===== config.mk =====
export PLATFORM = sky130hd
export DESIGN_NAME = rgbser_top
export DESIGN_NICKNAME = d
export VERILOG_FILES = /design/src/rtl/rgbser_pkg.sv /design/src/rtl/rgbser_reorder.sv /design/src/rtl/rgbser_slot.sv /design/src/rtl/rgbser_ctrl.sv /design/src/rtl/rgbser_top.sv
export SDC_FILE = /design/constraint.sdc
export NUM_CORES = 1
export LEC_CHECK = 0
export ABC_CLOCK_PERIOD_IN_PS = 3200
export BUFFER_PORTS_ARGS = -buffer_cell sky130_fd_sc_hd__buf_2
export CAP_MARGIN = 20
export CORE_MARGIN = 5
export CORE_UTILIZATION = 35
export DETAILED_ROUTE_END_ITERATION = 8
export SYNTH_ARGS = -nofsm -noshare
export SYNTH_HDL_FRONTEND = slang
export SYNTH_SLANG_ARGS = --single-unit

===== constraint.sdc =====
create_clock -name clk_i -period 3.2 [get_ports clk_i]
set_input_delay 0.48 -clock clk_i [delete_from_list [all_inputs] [get_ports clk_i]]
set_output_delay 0.48 -clock clk_i [all_outputs]
set_load 0.1 [all_outputs]

===== src/rtl/rgbser_pkg.sv =====
package rgbser_pkg;

    localparam int PIX_W = 24;
    localparam int BYTE_W = 8;
    localparam int BIT_IDX_W = 5;

    typedef enum logic [2:0] {
        ST_IDLE = 3'd0,
        ST_WAIT = 3'd1,
        ST_HIGH = 3'd2,
        ST_LOW  = 3'd3,
        ST_GAP  = 3'd4
    } ser_state_e;

    localparam logic [2:0] ORD_RGB = 3'd0;
    localparam logic [2:0] ORD_RBG = 3'd1;
    localparam logic [2:0] ORD_GRB = 3'd2;
    localparam logic [2:0] ORD_GBR = 3'd3;
    localparam logic [2:0] ORD_BRG = 3'd4;
    localparam logic [2:0] ORD_BGR = 3'd5;

    function automatic int maxi(input int a, input int b);
        return (a > b) ? a : b;
    endfunction

endpackage


===== src/rtl/rgbser_reorder.sv =====
module rgbser_reorder
    import rgbser_pkg::*;
(
    input  logic [2:0]       order_i,
    input  logic [PIX_W-1:0] word_i,
    output logic [PIX_W-1:0] word_o
);

    logic [BYTE_W-1:0] red, grn, blu;

    assign red = word_i[23:16];
    assign grn = word_i[15:8];
    assign blu = word_i[7:0];

    always_comb begin
        unique case (order_i)
            ORD_RGB: word_o = {red, grn, blu};
            ORD_RBG: word_o = {red, blu, grn};
            ORD_GRB: word_o = {grn, red, blu};
            ORD_GBR: word_o = {grn, blu, red};
            ORD_BRG: word_o = {blu, red, grn};
            ORD_BGR: word_o = {blu, grn, red};
            default: word_o = {grn, red, blu};
        endcase
    end

endmodule


===== src/rtl/rgbser_slot.sv =====
module rgbser_slot
    import rgbser_pkg::*;
(
    input  logic             clk_i,
    input  logic             rst_ni,
    input  logic             flush_i,
    input  logic             load_i,
    input  logic             take_i,
    input  logic [PIX_W-1:0] word_i,
    output logic             full_o,
    output logic [PIX_W-1:0] word_o
);

    typedef struct packed {
        logic             full;
        logic [PIX_W-1:0] word;
    } slot_t;

    slot_t slot_d, slot_q;

    always_comb begin
        slot_d = slot_q;
        if (take_i) begin
            slot_d.full = 1'b0;
        end
        if (load_i) begin
            slot_d.full = 1'b1;
            slot_d.word = word_i;
        end
        if (flush_i) begin
            slot_d.full = 1'b0;
        end
    end

    always_ff @(posedge clk_i or negedge rst_ni) begin
        if (!rst_ni) begin
            slot_q <= '0;
        end else begin
            slot_q <= slot_d;
        end
    end

    assign full_o = slot_q.full;
    assign word_o = slot_q.word;

endmodule


===== src/rtl/rgbser_ctrl.sv =====
module rgbser_ctrl
    import rgbser_pkg::*;
#(
    parameter int ONE_HI_W  = 6,
    parameter int ONE_LO_W  = 5,
    parameter int ZERO_HI_W = 5,
    parameter int ZERO_LO_W = 6,
    parameter int GAP_W     = 13,
    parameter int LEN_W     = 13
) (
    input  logic                 clk_i,
    input  logic                 rst_ni,
    input  logic                 en_i,
    input  logic                 start_i,
    input  logic [LEN_W-1:0]     pix_count_i,
    input  logic [ONE_HI_W-1:0]  one_hi_i,
    input  logic [ONE_LO_W-1:0]  one_lo_i,
    input  logic [ZERO_HI_W-1:0] zero_hi_i,
    input  logic [ZERO_LO_W-1:0] zero_lo_i,
    input  logic [GAP_W-1:0]     latch_gap_i,
    input  logic                 slot_full_i,
    input  logic [PIX_W-1:0]     slot_word_i,
    input  logic                 accept_i,
    output logic                 take_o,
    output logic                 want_o,
    output logic                 busy_o,
    output logic                 wait_o,
    output logic                 line_o,
    output logic                 done_o
);

    localparam int PHASE_W = maxi(maxi(ONE_HI_W, ONE_LO_W), maxi(ZERO_HI_W, ZERO_LO_W));
    localparam int CW      = maxi(PHASE_W, GAP_W);
    localparam logic [BIT_IDX_W-1:0] LAST_BIT = BIT_IDX_W'(PIX_W - 1);

    typedef struct packed {
        ser_state_e           st;
        logic [PIX_W-1:0]     sh;
        logic [BIT_IDX_W-1:0] bitn;
        logic [CW-1:0]        cnt;
        logic [LEN_W-1:0]     send_left;
        logic [LEN_W-1:0]     fetch_left;
        logic                 line;
        logic                 done;
    } ctrl_t;

    ctrl_t c_d, c_q;
    logic  take;

    // Cycles minus one; a zero setting still lasts one cycle.
    function automatic logic [CW-1:0] load_of(input logic [CW-1:0] v);
        return (v == '0) ? '0 : v - 1'b1;
    endfunction

    function automatic logic [CW-1:0] high_for(input logic b);
        return b ? CW'(one_hi_i) : CW'(zero_hi_i);
    endfunction

    function automatic logic [CW-1:0] low_for(input logic b);
        return b ? CW'(one_lo_i) : CW'(zero_lo_i);
    endfunction

    always_comb begin
        c_d      = c_q;
        c_d.done = 1'b0;
        take     = 1'b0;

        if (accept_i && (c_q.fetch_left != '0)) begin
            c_d.fetch_left = c_q.fetch_left - 1'b1;
        end

        unique case (c_q.st)
            ST_IDLE: begin
                if (en_i && start_i) begin
                    c_d.send_left  = pix_count_i;
                    c_d.fetch_left = pix_count_i;
                    c_d.bitn       = '0;
                    if (pix_count_i == '0) begin
                        c_d.st  = ST_GAP;
                        c_d.cnt = load_of(CW'(latch_gap_i));
                    end else begin
                        c_d.st = ST_WAIT;
                    end
                end
            end
            ST_WAIT: begin
                if (slot_full_i) begin
                    take     = 1'b1;
                    c_d.sh   = slot_word_i;
                    c_d.bitn = LAST_BIT;
                    c_d.st   = ST_HIGH;
                    c_d.cnt  = load_of(high_for(slot_word_i[PIX_W-1]));
                end
            end
            ST_HIGH: begin
                if (c_q.cnt == '0) begin
                    c_d.st  = ST_LOW;
                    c_d.cnt = load_of(low_for(c_q.sh[PIX_W-1]));
                end else begin
                    c_d.cnt = c_q.cnt - 1'b1;
                end
            end
            ST_LOW: begin
                if (c_q.cnt != '0) begin
                    c_d.cnt = c_q.cnt - 1'b1;
                end else if (c_q.bitn != '0) begin
                    c_d.sh   = {c_q.sh[PIX_W-2:0], 1'b0};
                    c_d.bitn = c_q.bitn - 1'b1;
                    c_d.st   = ST_HIGH;
                    c_d.cnt  = load_of(high_for(c_q.sh[PIX_W-2]));
                end else begin
                    c_d.send_left = c_q.send_left - 1'b1;
                    if (c_q.send_left == LEN_W'(1)) begin
                        c_d.st  = ST_GAP;
                        c_d.cnt = load_of(CW'(latch_gap_i));
                    end else if (slot_full_i) begin
                        take     = 1'b1;
                        c_d.sh   = slot_word_i;
                        c_d.bitn = LAST_BIT;
                        c_d.st   = ST_HIGH;
                        c_d.cnt  = load_of(high_for(slot_word_i[PIX_W-1]));
                    end else begin
                        c_d.st = ST_WAIT;
                    end
                end
            end
            ST_GAP: begin
                if (c_q.cnt == '0) begin
                    c_d.st   = ST_IDLE;
                    c_d.done = 1'b1;
                end else begin
                    c_d.cnt = c_q.cnt - 1'b1;
                end
            end
            default: c_d.st = ST_IDLE;
        endcase

        if (!en_i) begin
            c_d.st   = ST_IDLE;
            c_d.done = 1'b0;
            take     = 1'b0;
        end

        c_d.line = (c_d.st == ST_HIGH);
    end

    always_ff @(posedge clk_i or negedge rst_ni) begin
        if (!rst_ni) begin
            c_q <= '0;
        end else begin
            c_q <= c_d;
        end
    end

    assign take_o = take;
    assign busy_o = (c_q.st != ST_IDLE);
    assign want_o = busy_o && (c_q.fetch_left != '0);
    assign wait_o = (c_q.st == ST_WAIT);
    assign line_o = c_q.line;
    assign done_o = c_q.done;

endmodule


===== src/rtl/rgbser_top.sv =====
module rgbser_top
    import rgbser_pkg::*;
#(
    parameter int ONE_HI_W  = 6,
    parameter int ONE_LO_W  = 5,
    parameter int ZERO_HI_W = 5,
    parameter int ZERO_LO_W = 6,
    parameter int GAP_W     = 13,
    parameter int LEN_W     = 13
) (
    input  logic                 clk_i,
    input  logic                 rst_ni,
    input  logic                 en_i,
    input  logic                 start_i,
    input  logic [LEN_W-1:0]     pix_count_i,
    input  logic [2:0]           order_i,
    input  logic [ONE_HI_W-1:0]  one_hi_i,
    input  logic [ONE_LO_W-1:0]  one_lo_i,
    input  logic [ZERO_HI_W-1:0] zero_hi_i,
    input  logic [ZERO_LO_W-1:0] zero_lo_i,
    input  logic [GAP_W-1:0]     latch_gap_i,
    input  logic                 px_valid_i,
    input  logic [PIX_W-1:0]     px_data_i,
    output logic                 px_ready_o,
    output logic                 line_o,
    output logic                 done_o
);

    logic             ctrl_busy, ctrl_want, ctrl_wait, ctrl_take;
    logic             slot_full, accept;
    logic [PIX_W-1:0] ordered_word, slot_word;

    assign px_ready_o = ctrl_want && !slot_full;
    assign accept     = px_valid_i && px_ready_o;

    rgbser_reorder u_reorder (
        .order_i (order_i),
        .word_i  (px_data_i),
        .word_o  (ordered_word)
    );

    rgbser_slot u_slot (
        .clk_i   (clk_i),
        .rst_ni  (rst_ni),
        .flush_i (!ctrl_busy),
        .load_i  (accept),
        .take_i  (ctrl_take),
        .word_i  (ordered_word),
        .full_o  (slot_full),
        .word_o  (slot_word)
    );

    rgbser_ctrl #(
        .ONE_HI_W  (ONE_HI_W),
        .ONE_LO_W  (ONE_LO_W),
        .ZERO_HI_W (ZERO_HI_W),
        .ZERO_LO_W (ZERO_LO_W),
        .GAP_W     (GAP_W),
        .LEN_W     (LEN_W)
    ) u_ctrl (
        .clk_i       (clk_i),
        .rst_ni      (rst_ni),
        .en_i        (en_i),
        .start_i     (start_i),
        .pix_count_i (pix_count_i),
        .one_hi_i    (one_hi_i),
        .one_lo_i    (one_lo_i),
        .zero_hi_i   (zero_hi_i),
        .zero_lo_i   (zero_lo_i),
        .latch_gap_i (latch_gap_i),
        .slot_full_i (slot_full),
        .slot_word_i (slot_word),
        .accept_i    (accept),
        .take_o      (ctrl_take),
        .want_o      (ctrl_want),
        .busy_o      (ctrl_busy),
        .wait_o      (ctrl_wait),
        .line_o      (line_o),
        .done_o      (done_o)
    );

endmodule


After elaboration in Yosys (flattened, before gate mapping)
Cells that the tools add are included.
W data, S select, Z words.
{ "classes": {"n_addsub": 8, "eq_ne": 20, "muxes": 47, "n_reduce_logical": 26} }
{ "op_table": {"columns": ["op", "n"], "rows": [
  ["$mux W13", 13],
  ["$pmux W24 S5", 1],
  ["$sub A13 B1 Y13 const B", 7],
  ["$mux W45", 2],
  ["$logic_not A13 Y1", 6],
  ["$pmux W13 S5", 1],
  ["$pmux W24 S2", 1],
  ["$mux W44", 1],
  ["$mux W42", 1],
  ["$mux W32", 1],
  ["$mux W29", 1],
  ["$pmux W13 S2", 1],
  ["$reduce_bool A13 Y1", 2],
  ["$mux W25", 1],
  ["$mux W3", 6],
  ["$mux W6", 3],
  ["$pmux W3 S5", 1],
  ["$pmux W5 S3", 1],
  ["$eq A13 B1 Y1 const B", 1],
  ["$eq A3 B2 Y1 const B", 4],
  ["$reduce_and A6 Y1", 2],
  ["$mux W1", 10],
  ["$reduce_bool A5 Y1", 2],
  ["$eq A3 B3 Y1 const B", 3],
  ["other kinds (15)", 29]
]} }
{ "word_totals": {"output_inout_bits": 3, "reg_bits": 98, "word_cells": 111, "inputBits": 80} }

Depth between registers and ports, before layout
{ "depth": {"depth_word": 10, "ltp_mapped": 10, "depth_no_buf": 8} }

Hierarchy
A second synthesis with hierarchy kept.
{ "hier_totals": {"cells_unflattened": 869, "hier_area_um2": 7771.2} }
{ "modules_own_cells": {"columns": ["mod", "instances", "seq_area_each_um2", "cells_each", "area_each_um2"], "rows": [
  ["rgbser_ctrl", 1, 1826.8, 688, 5929.4],
  ["rgbser_slot", 1, 625.6, 55, 1033.5],
  ["rgbser_reorder", 1, 0.0, 123, 789.5],
  ["rgbser_top", 1, 0.0, 3, 18.8]
]} }

Least setup slack after synthesis
Ideal clock, no wire load.
{ "synth_timing": {"path_kind": "register to output", "startpoint": "register u_ctrl.c_q[2] in the netlist's numbering", "endpoint": "output port px_ready_o", "path_stages_with_launch": 6, "arrival_ns": 2.873, "path_buffers": 0, "required_ns": 2.720, "path_slack_ns": -0.153, "cell_sequence": "dfrtp_1 -> inv_1 -> ha_1 -> nand2_1 -> nor4_1 -> nor3_1"} }
{ "synth_via": {"elab_chain_len": 3} }
{ "synth_rtl": {"columns": ["item", "line", "source"], "rows": [
  ["start: declaration", "rgbser_ctrl.sv:47", "ctrl_t c_d, c_q;"],
  ["start signal: assignment", "rgbser_ctrl.sv:149", "c_q <= '0;"],
  ["start signal: assignment", "rgbser_ctrl.sv:151", "c_q <= c_d;"],
  ["$reduce_bool A13 Y1", "rgbser_ctrl.sv:157", "assign want_o = busy_o && (c_q.fetch_left != '0);"],
  ["$logic_and A1 B1 Y1", "rgbser_ctrl.sv:157", null],
  ["$logic_and A1 B1 Y1", "rgbser_top.sv:33", "assign px_ready_o = ctrl_want && !slot_full;"],
  ["end: declaration", "rgbser_top.sv:24", "output logic px_ready_o,"]
]} }
Every way passes these cells.

Worst setup path in the final report
{ "layout_timing": {"startpoint": "register u_ctrl.c_q[28] in the netlist's numbering", "endpoint": "register u_ctrl.c_q[36] in the netlist's numbering"} }
{ "layout_via": {"elab_chain_len": 3, "word_cells_on_any_way": 10, "cone_classes": "1 x add/sub; 2 x eq/ne; 4 x mux; 3 x reduce/logical"} }
{ "layout_rtl": {"columns": ["item", "line", "source"], "rows": [
  ["$sub A13 B1 Y13, or another cell as far along", "rgbser_ctrl.sv:100, rgbser_ctrl.sv:105, rgbser_ctrl.sv:132", null],
  ["$mux W13, or another cell as far along", "rgbser_ctrl.sv:128", "if (c_q.cnt == '0) begin"],
  ["$pmux W13 S5 or $reduce_and A6 Y1 (tied branches)", null, null]
]} }
Several ways; a longest one is shown, not always the timed one. The select of a mux whose other input is x is not followed.
A chain may end at the register's enable or synchronous reset.

==> results_dict.tcl <==
set metrics [dict create \
    post-route-period-util_pct 93.1 \
    hold_violations 0 \
    initialDrtViolationCount 596 \
    vias 7212 \
    layout_min_cycle_time_ps 2980 \
    rsz_0062_raised_after_global_routing "false" \
    timing.max_cap.violations 0 \
    yosysWarnings 0 \
    placedInstanceArea_mm2 0.00830 \
    run_status "finished, final reports clean" \
    final.setup_skew_ps 13.9 \
    vdd_drop_max_uv 293 \
    dieArea_mm2 0.0243 \
    final.setup.worst_slack_ps 221 \
    postLayoutCellArea_mm2 0.00862 \
    postCtsHoldBufs 0 \
    slew-limit-headroom_pct 47.2 \
    worst_hold_path_type "in -> async" \
    detail_route.wirelength_mm 22.4 \
    grt_use_total_pct 18.6 \
    portBuffers 82 \
    synth_nets 982 \
    layout.filler_cells 2166 \
    dp.final_hpwl_mm 17.0 \
    drc 0 \
    synthesis.area_per_instance_um2 8.39 \
    routed_via_density 5.78 \
    critPathRequiredTime_ps 3510 \
    layout-drive-gt1-share_pct 16.6 \
    critPathKind "reg -> reg" \
    routedWlPerCell_um 18.0 \
    floorplan.rows 53 \
    post_route_ant_nets 0 \
    antenna_found_initial 0 \
    syn-instance-count 888 \
    syn_std_cell_area_mm2 0.00745 \
    finalNetCount 1061 \
    synth_top_flop_cell "dfrtp_1" \
    dpl_worst_slack_ps 240 \
    worst_setup_ep_type "register" \
    layout.area.seq_mm2 0.00245 \
    grt_max_degree 64 \
    setup_violations 0 \
    tritoncts_clock_tree "built" \
    first_pass_iters 7 \
    clock_tree.buffer_depth 2 \
    num_io_pins 83 \
    grt_pass1_wl_mm 37.3 \
    yosysSeqAreaShare_pct 32.9 \
    fmaxAchievable_ghz 0.336 \
    cts_sinks 98 \
    timing.setup.tns_ps 0 \
    worst_margin_pin_slew_ps 789 \
    cts_bufs_inserted 9 \
    routabilityCongestion 0.915 \
    die_w_um 156 \
    h_tree_level_count 3 \
    initial_utilization_pct 35.5 \
    multiInputGateArea_mm2 0.00470 \
    finalMaxSlewViolations 0 \
    syn2layout_area_growth_pct 15.7 \
    p_per_area_mw_per_mm2 498 \
    fp.dieH_um 156 \
    synth_cell_type_count 79 \
    insertedDiodeCount 0 \
    grt_overflow_total 0 \
    cp_data_arrival_time_ps 3290 \
    ys_async_sr_fraction_pct 100 \
    insertion_delay_to_the_later_sink_of_the_worst_skew_pair_ps 360 \
    critical_path.max_fanout 11 \
    postSynthRegisterBits 98 \
    post_cts_buffers 0 \
    grt_pass1_vias 7053 \
    power.static_leakage_nw 3.53 \
    fin_worst_hold_slack_ps 134 \
    count_of_flip_flops_with_a_built_in_enable_after_synthesis 0 \
    floorplan.core_area_mm2 0.0210 \
    post-layout-total-power_mw 4.29 \
    root_buffer "clkbuf_16" \
    crit_path_start_kind "register" \
    clk_pin_slew_worst_paths_ps 90 \
]
==> cells in the final DEF, fill, tap and decap left out, drive strengths merged, types with 7 or more instances in the layout <==
cell type	n
buf	117
dfrtp	98
nand2	86
o21ai	86
nor2	72
a21oi	54
nor3	38
mux2i	30
inv	27
a22o	26
mux2	24
nand3	20
nor4	20
o22ai	19
a31oi	17
xnor2	17
nand2b	15
ha	14
a22oi	13
or3	12
o221ai	12
nor3b	10
clkbuf	9
o31ai	9
or4	8
o211ai	8
nand4	8
xor2	7
==> metal layers <==
layer	track usage (%)	part of all wire (%)	vias up
met4	5.88	2.4	0
li1	-	-	3544
met3	2.94	4.3	45
met1	26.1	48	3428
met5	0	0	-
met2	29.4	46	195
==> worst paths after layout <==
check | startpoint | endpoint | slack, ps | depth (start not counted)
hold reg to reg | u_slot.word_o[10] | u_slot.word_o[10] | 480 | 2
setup / recovery | u_ctrl.c_q[28] | u_ctrl.c_q[36] | 220 | 9
hold / removal | rst_ni | u_ctrl.c_q[35] | 130 | 1
setup reg to reg | u_ctrl.c_q[28] | u_ctrl.c_q[36] | 220 | 9
max in group asynchronous | rst_ni | u_slot.word_o[8] | 2350 | 2
min in group clk_i | en_i | u_ctrl.c_q[70] | 400 | 3
==> registers in the layout, summed over array words and instances, names as in the netlist <==
name / flops
u_ctrl.line_o: 1
u_slot.word_o: 24
u_slot.full_o: 1
u_ctrl.done_o: 1
u_ctrl.c_q: 71
==> power by group <==
group          leakage, nW  total (mW)  switching (mW)  internal (mW)
logic                 2.11        1.33           0.764          0.568
registers             1.26        1.81           0.284           1.53
clock network        0.153        1.15           0.583          0.569
==> cell families (layout without fill, tap and decap cells) <==
| logic type | Yosys count | count (layout) | synth area share [%] |
|---|---|---|---|
| xor gates and xnor gates | 24 | 24 | 2.82 |
| muxes | 55 | 55 | 7.96 |
| buffers and inverters | 72 | 156 | 4.33 |
| AOI/OAI and AO/OA | 301 | 301 | 26.9 |
| DFF | 98 | 98 | 32.9 |
| and+or+nand+nor | 324 | 324 | 22.7 |
| adders and majority gates | 14 | 14 | 2.35 |
==> cell type report <==
cell class	count	area share [%]
clock buffer	9	2.61
clock inverter	7	1.03
inverter	23	1.00
multi-input combinational	718	54.5
sequential	98	28.4
tap	275	3.99
timing repair buffer	117	8.42
==> repair_timing <==
action	in CTS	in global routing
resized for setup	0	1
hold endpoints to repair	0	0
setup endpoints to repair	0	2
==> Yosys cell counts, types with 5 or more instances <==
master / count / area, um^2
a211oi_1: 5 / 37.5
a21oi_1: 54 / 270
a22o_1: 26 / 228
a22oi_1: 13 / 97.6
a31oi_1: 17 / 106
buf_1: 5 / 18.8
buf_4: 5 / 37.5
clkbuf_1: 32 / 120
dfrtp_1: 98 / 2450
ha_1: 14 / 175
inv_1: 22 / 82.6
mux2_1: 21 / 236
mux2i_1: 30 / 300
nand2_1: 86 / 323
nand2b_1: 15 / 93.8
nand3_1: 20 / 100
nand4_1: 8 / 50.1
nor2_1: 70 / 263
nor2b_1: 5 / 31.3
nor3_1: 38 / 190
nor3b_1: 10 / 75.1
nor4_1: 18 / 113
o211ai_1: 8 / 60.1
o21a_1: 5 / 37.5
o21ai_0: 74 / 370
o21ai_1: 11 / 55.1
o221ai_1: 12 / 105
o22a_1: 5 / 43.8
o22ai_1: 19 / 119
o31ai_1: 8 / 60.1
or3_1: 12 / 75.1
or4_1: 8 / 60.1
xnor2_1: 17 / 149
xor2_1: 7 / 61.3
==> critical path: stages (launching register included) <==
cell and delay [ps]:
dfrtp_1 410, inv_1 90, ha_1 230, or4b_4 530, or4_1 570, buf_4 230, nor2_1 210, a21oi_1 150
nor4_1 350, a211o_1 160
==> stage by stage <==
step / cells / util [%]
detailed placement: 1231 / 39.5
global route: 1247 / 41.0
floorplan: 888 / -
global placement: 1231 / 39.5
finish: 1247 / 41.0
CTS: 1247 / 41.0
Note: power is estimated with default switching activity, not from simulation.
